`config.mk`:
```
export PLATFORM = sky130hd
export DESIGN_NAME = vfilt_cmd_ctrl
export DESIGN_NICKNAME = d
export VERILOG_FILES = /design/src/rtl/vfilt_cmd_ctrl.sv
export SDC_FILE = /design/constraint.sdc
export NUM_CORES = 1
export LEC_CHECK = 0
export ABC_AREA = 1
export BUFFER_PORTS_ARGS = -buffer_cell sky130_fd_sc_hd__buf_2
export CAP_MARGIN = 0
export CELL_PAD_IN_SITES_DETAIL_PLACEMENT = 1
export CELL_PAD_IN_SITES_GLOBAL_PLACEMENT = 2
export CORE_MARGIN = 2
export CORE_UTILIZATION = 31
export CTS_BUF_LIST = sky130_fd_sc_hd__clkbuf_8
export CTS_CLUSTER_SIZE = 28
export DETAILED_ROUTE_END_ITERATION = 7
export PLACE_DENSITY = 0.78
export SLEW_MARGIN = 40
export SYNTH_ARGS = -nofsm -noshare
export SYNTH_HDL_FRONTEND = slang
export SYNTH_SLANG_ARGS = --single-unit
export TNS_END_PERCENT = 5
```
`constraint.sdc`:
```
create_clock -name clk -period 1.4 [get_ports clk]
set_input_delay 0.28 -clock clk [delete_from_list [all_inputs] [get_ports clk]]
set_output_delay 0.28 -clock clk [all_outputs]
set_load 0.01 [all_outputs]
```
`src/rtl/vfilt_cmd_ctrl.sv`:
```
module vfilt_cmd_ctrl #(
  parameter logic [7:0] STAT_RST = 8'h03,
  parameter logic [7:0] FREQ_RST = 8'hFF
) (
  input  logic       clk,
  input  logic       rst_n,
  input  logic       start_i,
  input  logic       stop_i,
  input  logic       wr_i,
  input  logic [7:0] wr_data_i,
  input  logic       rd_addr_i,
  output logic [7:0] rd_data_o,
  output logic [7:0] freq_o,
  output logic       pwrdn_o,
  output logic       bypass_o,
  output logic [2:0] clamp_hi_o,
  output logic       composite_o,
  output logic       ext_sync_o,
  output logic       sync_neg_o
);

  typedef enum logic [1:0] {PH_IDLE, PH_CMD, PH_FREQ} phase_t;

  phase_t     phase;
  logic [7:0] status, freq, stat_next;
  logic       rd_sel;
  logic [1:0] cidx;

  wire frame_evt = start_i | stop_i | rd_addr_i;
  wire byte_ok   = wr_i & ~frame_evt;
  wire cmd_take  = byte_ok & (phase == PH_CMD);
  wire freq_take = byte_ok & (phase == PH_FREQ);

  assign cidx = 2'd3 - wr_data_i[2:1];

  always_comb begin
    stat_next = status;
    case (wr_data_i) inside
      8'h00: stat_next[4] = 1'b1;
      8'h01: stat_next[4] = 1'b0;
      [8'h02:8'h07]: stat_next[cidx] = wr_data_i[0];
      [8'h08:8'h0F]: begin
        case (wr_data_i[2:1])
          2'd0: stat_next[7] = wr_data_i[0];
          2'd1: stat_next[6] = wr_data_i[0];
          2'd2: stat_next[5] = wr_data_i[0];
          default: stat_next[3] = wr_data_i[0];
        endcase
      end
      8'h10: stat_next = STAT_RST;
      default: ;
    endcase
  end

  always_ff @(posedge clk or negedge rst_n) begin
    if (!rst_n) begin
      phase     <= PH_IDLE;
      status    <= STAT_RST;
      freq      <= FREQ_RST;
      rd_sel    <= 1'b0;
      rd_data_o <= STAT_RST;
    end else begin
      if (start_i)
        phase <= PH_CMD;
      else if (stop_i || rd_addr_i)
        phase <= PH_IDLE;
      else if (wr_i) begin
        if (phase == PH_CMD && wr_data_i == 8'h12) phase <= PH_FREQ;
        else phase <= PH_IDLE;
      end

      if (cmd_take) begin
        status <= stat_next;
        if (wr_data_i == 8'h11) rd_sel <= 1'b0;
        if (wr_data_i == 8'h13) rd_sel <= 1'b1;
      end
      if (freq_take) freq <= wr_data_i;

      if (rd_addr_i) begin
        rd_data_o <= rd_sel ? freq : status;
        rd_sel    <= 1'b0;
      end
    end
  end

  assign freq_o      = freq;
  assign composite_o = status[7];
  assign ext_sync_o  = status[6];
  assign sync_neg_o  = status[5];
  assign pwrdn_o     = status[4];
  assign bypass_o    = status[3];
  assign clamp_hi_o  = {status[0], status[1], status[2]};


  soft_rst_chk: assert property (@(posedge clk) disable iff (!rst_n)
    (cmd_take && wr_data_i == 8'h10) |=> (status == STAT_RST && $stable(freq)));


  freq_load_chk: assert property (@(posedge clk) disable iff (!rst_n)
    freq_take |=> (freq_o == $past(wr_data_i)));


  freq_abort_chk: assert property (@(posedge clk) disable iff (!rst_n)
    (phase == PH_FREQ && (start_i || stop_i)) |=> $stable(freq_o));


  undef_op_chk: assert property (@(posedge clk) disable iff (!rst_n)
    (cmd_take && wr_data_i > 8'h13) |=> ($stable(status) && $stable(freq)));


  ignore_byte_chk: assert property (@(posedge clk) disable iff (!rst_n)
    (wr_i && phase == PH_IDLE && !start_i) |=> ($stable(status) && $stable(freq)));


  rd_ptr_clr_chk: assert property (@(posedge clk) disable iff (!rst_n)
    rd_addr_i |=> !rd_sel);

endmodule

```
==> results of run 1 <==
==> layout by cell type, fill, tap and decap left out <==
| cell type | count |
|---|---|
| a21oi_1 | 8 |
| a21oi_2 | 4 |
| a31oi_1 | 9 |
| buf_12 | 4 |
| buf_2 | 37 |
| buf_4 | 7 |
| clkbuf_8 | 3 |
| dfrtp_1 | 15 |
| dfstp_2 | 12 |
| inv_1 | 20 |
| inv_2 | 1 |
| nand2_1 | 47 |
| nand2_2 | 3 |
| nand2_4 | 1 |
| nand3_1 | 8 |
| nand3_4 | 1 |
| nand4_1 | 10 |
| nor2_1 | 38 |
| nor2_2 | 2 |
| nor2_4 | 4 |
| nor2_8 | 1 |
| nor3_4 | 1 |
| o21ai_0 | 5 |
| o21ai_1 | 4 |
==> how the worst max path moves through the flow <==
stage / from / endpoint / slack, ns
after global placement: wr_data_i[5] / status[3]$_DFFE_PN0P_ / 0.01
after detailed placement: stop_i / status[3]$_DFFE_PN0P_ / 0.03
after floorplan: rd_addr_i / status[3]$_DFFE_PN0P_ / 0.22
final: phase[1]$_DFFE_PN0P_ / status[3]$_DFFE_PN0P_ / 0.12
after global routing: phase[1]$_DFFE_PN0P_ / rd_sel$_DFFE_PN0P_ / 0.02
after CTS: phase[1]$_DFFE_PN0P_ / status[3]$_DFFE_PN0P_ / 0.09
==> flip-flops by register name (all words and copies together), names as in the netlist <==
register   count
status         8
rd_data_o      8
rd_sel         1
freq_o         8
phase          2
==> layer usage <==
metal	wire, µm	vias to the layer above
met1	2150	674
met2	1931	26
li1	-	743
met4	82	0
met5	0	-
met3	82	4
==> critical path: stages, from the launching register on <==
cell and delay (ns):
dfrtp_1 0.39, inv_1 0.11, nand2_1 0.10, nor2_4 0.15, buf_12 0.14, nand4_1 0.15, nand2_1 0.09, o21ai_1 0.06
==> per-stage QoR <==
step	hold WS, ns	worst slack [ns]	util	total power (µW)
floorplan	-0.01559	0.2231	-	963.6
global placement	0.3293	0.01282	0.3974	1082
detailed placement	0.3277	0.02751	0.3974	1087
CTS	0.02216	0.09268	0.4068	1533
global route	0.04827	0.01587	0.4078	1586
finish	0.005982	0.1244	0.4078	1512
==> power groups by stage <==
| stage | clock network (µW) | logic (µW) | registers (µW) |
|---|---|---|---|
| 6_report | 443 | 233 | 836 |
| 2_1_floorplan | 0 | 102 | 861 |
| 3_5_place_dp | 0 | 236 | 851 |
| 5_1_grt | 481 | 263 | 841 |
| 3_3_place_gp | 0 | 233 | 849 |
| 4_1_cts | 460 | 237 | 837 |
==> cells in the mapped netlist <==
| master | instances |
|---|---|
| nor2_2 | 3 |
| o21ai_1 | 4 |
| nand3_1 | 8 |
| inv_2 | 1 |
| nand2_4 | 1 |
| dfstp_2 | 12 |
| nor2_4 | 3 |
| a21oi_2 | 4 |
| a31oi_1 | 9 |
| nand2_2 | 3 |
| o21ai_0 | 5 |
| clkbuf_1 | 2 |
| nand3_4 | 1 |
| nand4_1 | 10 |
| inv_1 | 19 |
| buf_4 | 2 |
| nor2_8 | 1 |
| dfrtp_1 | 15 |
| nor3_4 | 1 |
| nand2_1 | 47 |
| buf_6 | 3 |
| a21oi_1 | 8 |
| nor2_1 | 38 |
==> cells by family after synthesis <==
family                 share of synthesized area
and+or+nand+nor                           0.3585
buffers and inverters                    0.08440
DFF                                       0.4437
AOI/OAI and AO/OA                         0.1133
==> cell type report <==
cell class	count	share of cell area
timing repair buffer	48	0.1628
multi-input combinational	146	0.3788
clock buffer	3	0.02115
tap	67	0.04295
clock inverter	1	0.001923
sequential	27	0.3538
inverter	20	0.03846
==> reports/qor.csv, run 1 <==
metric;value;unit
Reg-to-Reg Start;phase[1]$_DFFE_PN0P_;
Area contributors post-synth;dfrtp_1 24%, dfstp_2 20%, nand2_1 11%, nor2_1 9.2%, inv_1 4.6%;
CTS resizes;0;
syn_nets;214;
status;complete, no violations;
total grt overflow;0;
synth unique cells;23;
Post-Place Cell Area;1902;µm²
PwrDens;774.8;nW/µm²
Starting Density;0.3252;
Mapped Area;1556;µm²
worst vdd ir;415.0;µV
HP Class;in -> async;
final clock period utilization by the worst path;0.9111;
fraction of layout instances using a drive strength above 1;0.3306;
CP Class;reg -> reg;
vias per cell;4.638;
Finished Layout Cells;312;
largest net degree at the start of global routing;28;
Synth top area share;0.2412;
grt met2 use;0.2651;
routed wire length per instance;13.61;µm
Detailed Route WL;4247;µm
root buffer cell;clkbuf_8;
register share of total power;0.553;
fin area;1952;µm²
post-synthesis register bit count;27;
CP Data Arrival Time;1.45;ns
area leader, netlist;dfrtp_1;
die area;5604;µm²
Worst R2R Setup Slack;0.12;ns
Final Wtd Congestion;0.8567;
CTS tree;done;
Slew @ Worst Pin;0.6126;ns
Slew HR;0.5916;
Psw;409.4;µW
first-pass GRT wire length;7141;µm
CTS sink cnt;27;
Worst-Skew Late Latency;0.27;ns
die width;74.86;µm
worst r2r path cells;7;
sequential fraction of the synthesis area;0.4437;
CTS Hold Bufs;0;
endpoint class of the critical path;flop;
DR vias;1447;
H-tree levels;1;
Hold Violations, Final;0;
Net count, final;260;
Final Setup Violations;0;
unrepaired setup endpoints after global routing;no;
core area;4786;µm²
R2R Path End;status[3]$_DFFE_PN0P_;
clock buffer depth;2;
iteration-0 DRC count of the detailed router;52;
Post-Syn Instances;200;
total I/O pin count;38;
row count;25;
GRT Total Usage;0.1722;
DP Wirelength;3475;µm
Final ANT Viol Nets;0;
port bufs;37;
layout filler cell count;624;
max-cap viol count;0;
Setup TNS Final;0;ns
antenna violations before repair;0;
fin. max-slew vios;0;
Internal;1103;µW
Final min period;1.276;ns
DRT Pass-1 Iters;4;
Worst Path Required;1.57;ns
synthesized area per cell;7.782;µm²
Combinational Power Share;0.154;
Clk pwr share;0.293;
number of global-route vias before repair;1481;
register area;690.7;µm²
CP startpoint kind;flop;
met3 GRT Util;0.01874;
Residual DRC;0;
Fin Clk Skew;0.001771;ns
maximum clock frequency;784.0;MHz
Ys Warns;0;
sw frac;0.2707;
P_leak;0.0009714;µW
placed cells;308;
gr busiest metal;met2;
GRT met1 Usage;0.2419;
crit path max fanout;10;
die extent in y;74.86;µm
# diodes;0;
area added between synthesis and finish;25.40;%
cts bufs inserted;3;
Worst-path clk slew;0.09;ns
area occupied by multi-input gates;739.5;µm²
setup repair bufs after CTS;0;
Note: power is estimated with default switching activity, not from simulation.
==> run 2, diff against run 1 <==
- GPL_TIMING_DRIVEN: default -> 0
==> reports/qor.csv, run 2 (synthesized netlist as in run 1, its figures left out) <==
metric;value;unit;change
most common cell after layout, fill and taps aside;nand2_1;;unchanged
fraction of layout instances using a drive strength above 1;0.3067;;was 0.3306
Detailed Route WL;4159;µm;was 4247 µm
Worst-Skew Late Latency;0.27;ns;about the same
worst vdd ir;407.4;µV;was 415.0 µV
Starting Density;0.3252;;unchanged
Final min period;1.252;ns;was 1.276 ns
total grt overflow;0;;unchanged
met3 WL;116;µm;was 82 µm
fin. max-slew vios;0;;unchanged
CP startpoint kind;flop;;unchanged
Max Used Layer;met4;;unchanged
Slew HR;0.5872;;was 0.5916
Setup TNS Final;0;ns;unchanged
row count;25;;unchanged
cts bufs inserted;3;;unchanged
CP Class;reg -> reg;;unchanged
core area;4786;µm²;unchanged
worst setup path startpoint;phase[1]$_DFFE_PN0P_;;unchanged
WL met1;2192;µm;was 2150 µm
crit path max fanout;10;;unchanged
unrepaired setup endpoints after global routing;no;;unchanged
Slew @ Worst Pin;0.6192;ns;was 0.6126 ns
clock buffer depth;2;;unchanged
first-pass GRT wire length;6720;µm;was 7141 µm
Reg-to-Reg Start;phase[1]$_DFFE_PN0P_;;unchanged
CTS Hold Bufs;0;;unchanged
total I/O pin count;38;;unchanged
P_leak;0.0009216;µW;was 0.0009714 µW
Residual DRC;0;;unchanged
port bufs;35;;was 37
Worst-path clk slew;0.09;ns;about the same
final clock period utilization by the worst path;0.8942;;was 0.9111
area added between synthesis and finish;19.29;%;was 25.40%
DRT Pass-1 Iters;4;;unchanged
Final Setup Violations;0;;unchanged
root buffer cell;clkbuf_8;;unchanged
antenna violations before repair;0;;unchanged
Worst R2R Setup Slack;0.15;ns;was 0.12 ns
Fin Clk Skew;0.005700;ns;was 0.001771 ns
GRT Total Usage;0.1598;;was 0.1722
DR vias;1415;;was 1,447
CTS resizes;0;;unchanged
H-tree levels;1;;unchanged
die width;74.86;µm;unchanged
commonest non-fill, non-tap cells in the layout;47 x nand2_1, 38 x nor2_1, 35 x buf_2;;was 47 x nand2_1, 38 x nor2_1, 37 x buf_2
die area;5604;µm²;unchanged
maximum clock frequency;798.8;MHz;was 784.0 MHz
Net count, final;253;;was 260
Worst Path Required;1.56;ns;was 1.57 ns
setup repair bufs after CTS;0;;unchanged
met2 wire length;1809;µm;was 1931 µm
endpoint class of the critical path;flop;;unchanged
CP Data Arrival Time;1.41;ns;was 1.45 ns
DP Wirelength;3329;µm;was 3475 µm
# diodes;0;;unchanged
CTS tree;done;;unchanged
Final Wtd Congestion;0.8013;;was 0.8567
Final ANT Viol Nets;0;;unchanged
routed wire length per instance;13.64;µm;was 13.61 µm
vias per cell;4.639;;was 4.638
PwrDens;797.8;nW/µm²;was 774.8 nW/µm²
max-cap viol count;0;;unchanged
number of global-route vias before repair;1349;;was 1,481
status;complete, no violations;;unchanged
Finished Layout Cells;305;;was 312
placed cells;302;;was 308
largest net degree at the start of global routing;28;;unchanged
die extent in y;74.86;µm;unchanged
CTS sink cnt;27;;unchanged
Hold Violations, Final;0;;unchanged
HP Class;in -> async;;unchanged
iteration-0 DRC count of the detailed router;66;;was 52
layout filler cell count;630;;was 624
==> run 2: cell type report <==
class                      instances  area (µm²)  share of cell area
multi-input combinational        146       734.5              0.3956
clock buffer                       3       41.29             0.02224
timing repair buffer              35       175.2             0.09434
sequential                        27       690.7              0.3720
buffer                             6       52.55             0.02830
inverter                          20       75.07             0.04043
tap                               67       83.83             0.04515
clock inverter                     1       3.754            0.002022
==> run 2: per-stage QoR <==
step | util | hold WS (ns) | total power (µW) | area (µm²) | setup slack, ns
after floorplan | - | -0.01559 | 963.6 | 1556 | 0.2231
after global placement | 0.3793 | 0.3323 | 1063 | 1815 | 0.004340
after detailed placement | 0.3793 | 0.3309 | 1066 | 1815 | 0.005985
after CTS | 0.3888 | 0.03405 | 1497 | 1861 | 0.1309
after global routing | 0.3880 | 0.05618 | 1544 | 1857 | 0.0002439
final | 0.3880 | 0.01406 | 1481 | 1857 | 0.1481
==> run 2: path summary, 6_finish.rpt <==
path | end | cells after the start
min reg2reg | status[1]$_DFFE_PN1P_ | 2
max reg2reg | status[3]$_DFFE_PN0P_ | 7
max in group asynchronous | status[6]$_DFFE_PN0P_ | 1
min | phase[0]$_DFFE_PN0P_ | 1
min in group clk | phase[0]$_DFFE_PN0P_ | 3
max | status[3]$_DFFE_PN0P_ | 7
==> run 2: worst max-delay path, stage by stage, from the launching register on <==
cell and delay, ns:
dfrtp_1 0.39, inv_1 0.10, nand2_1 0.07, nor2_2 0.12, buf_4 0.19, nand4_1 0.14
nand2_1 0.08, o21ai_1 0.05
==> run 2: power breakdown <==
group          switching [µW]  total [µW]  leakage, µW  internal, µW
combinational             141         213     0.000580          72.4
clock                     237         434    0.0000269           196
sequential               17.2         835     0.000314           818
==> run 2: routing by layer <==
metal | track usage | vias to the layer above
met5 | 0 | -
met4 | 0.04762 | 0
met3 | 0.01339 | 2
met2 | 0.2485 | 24
met1 | 0.2363 | 662
li1 | - | 727
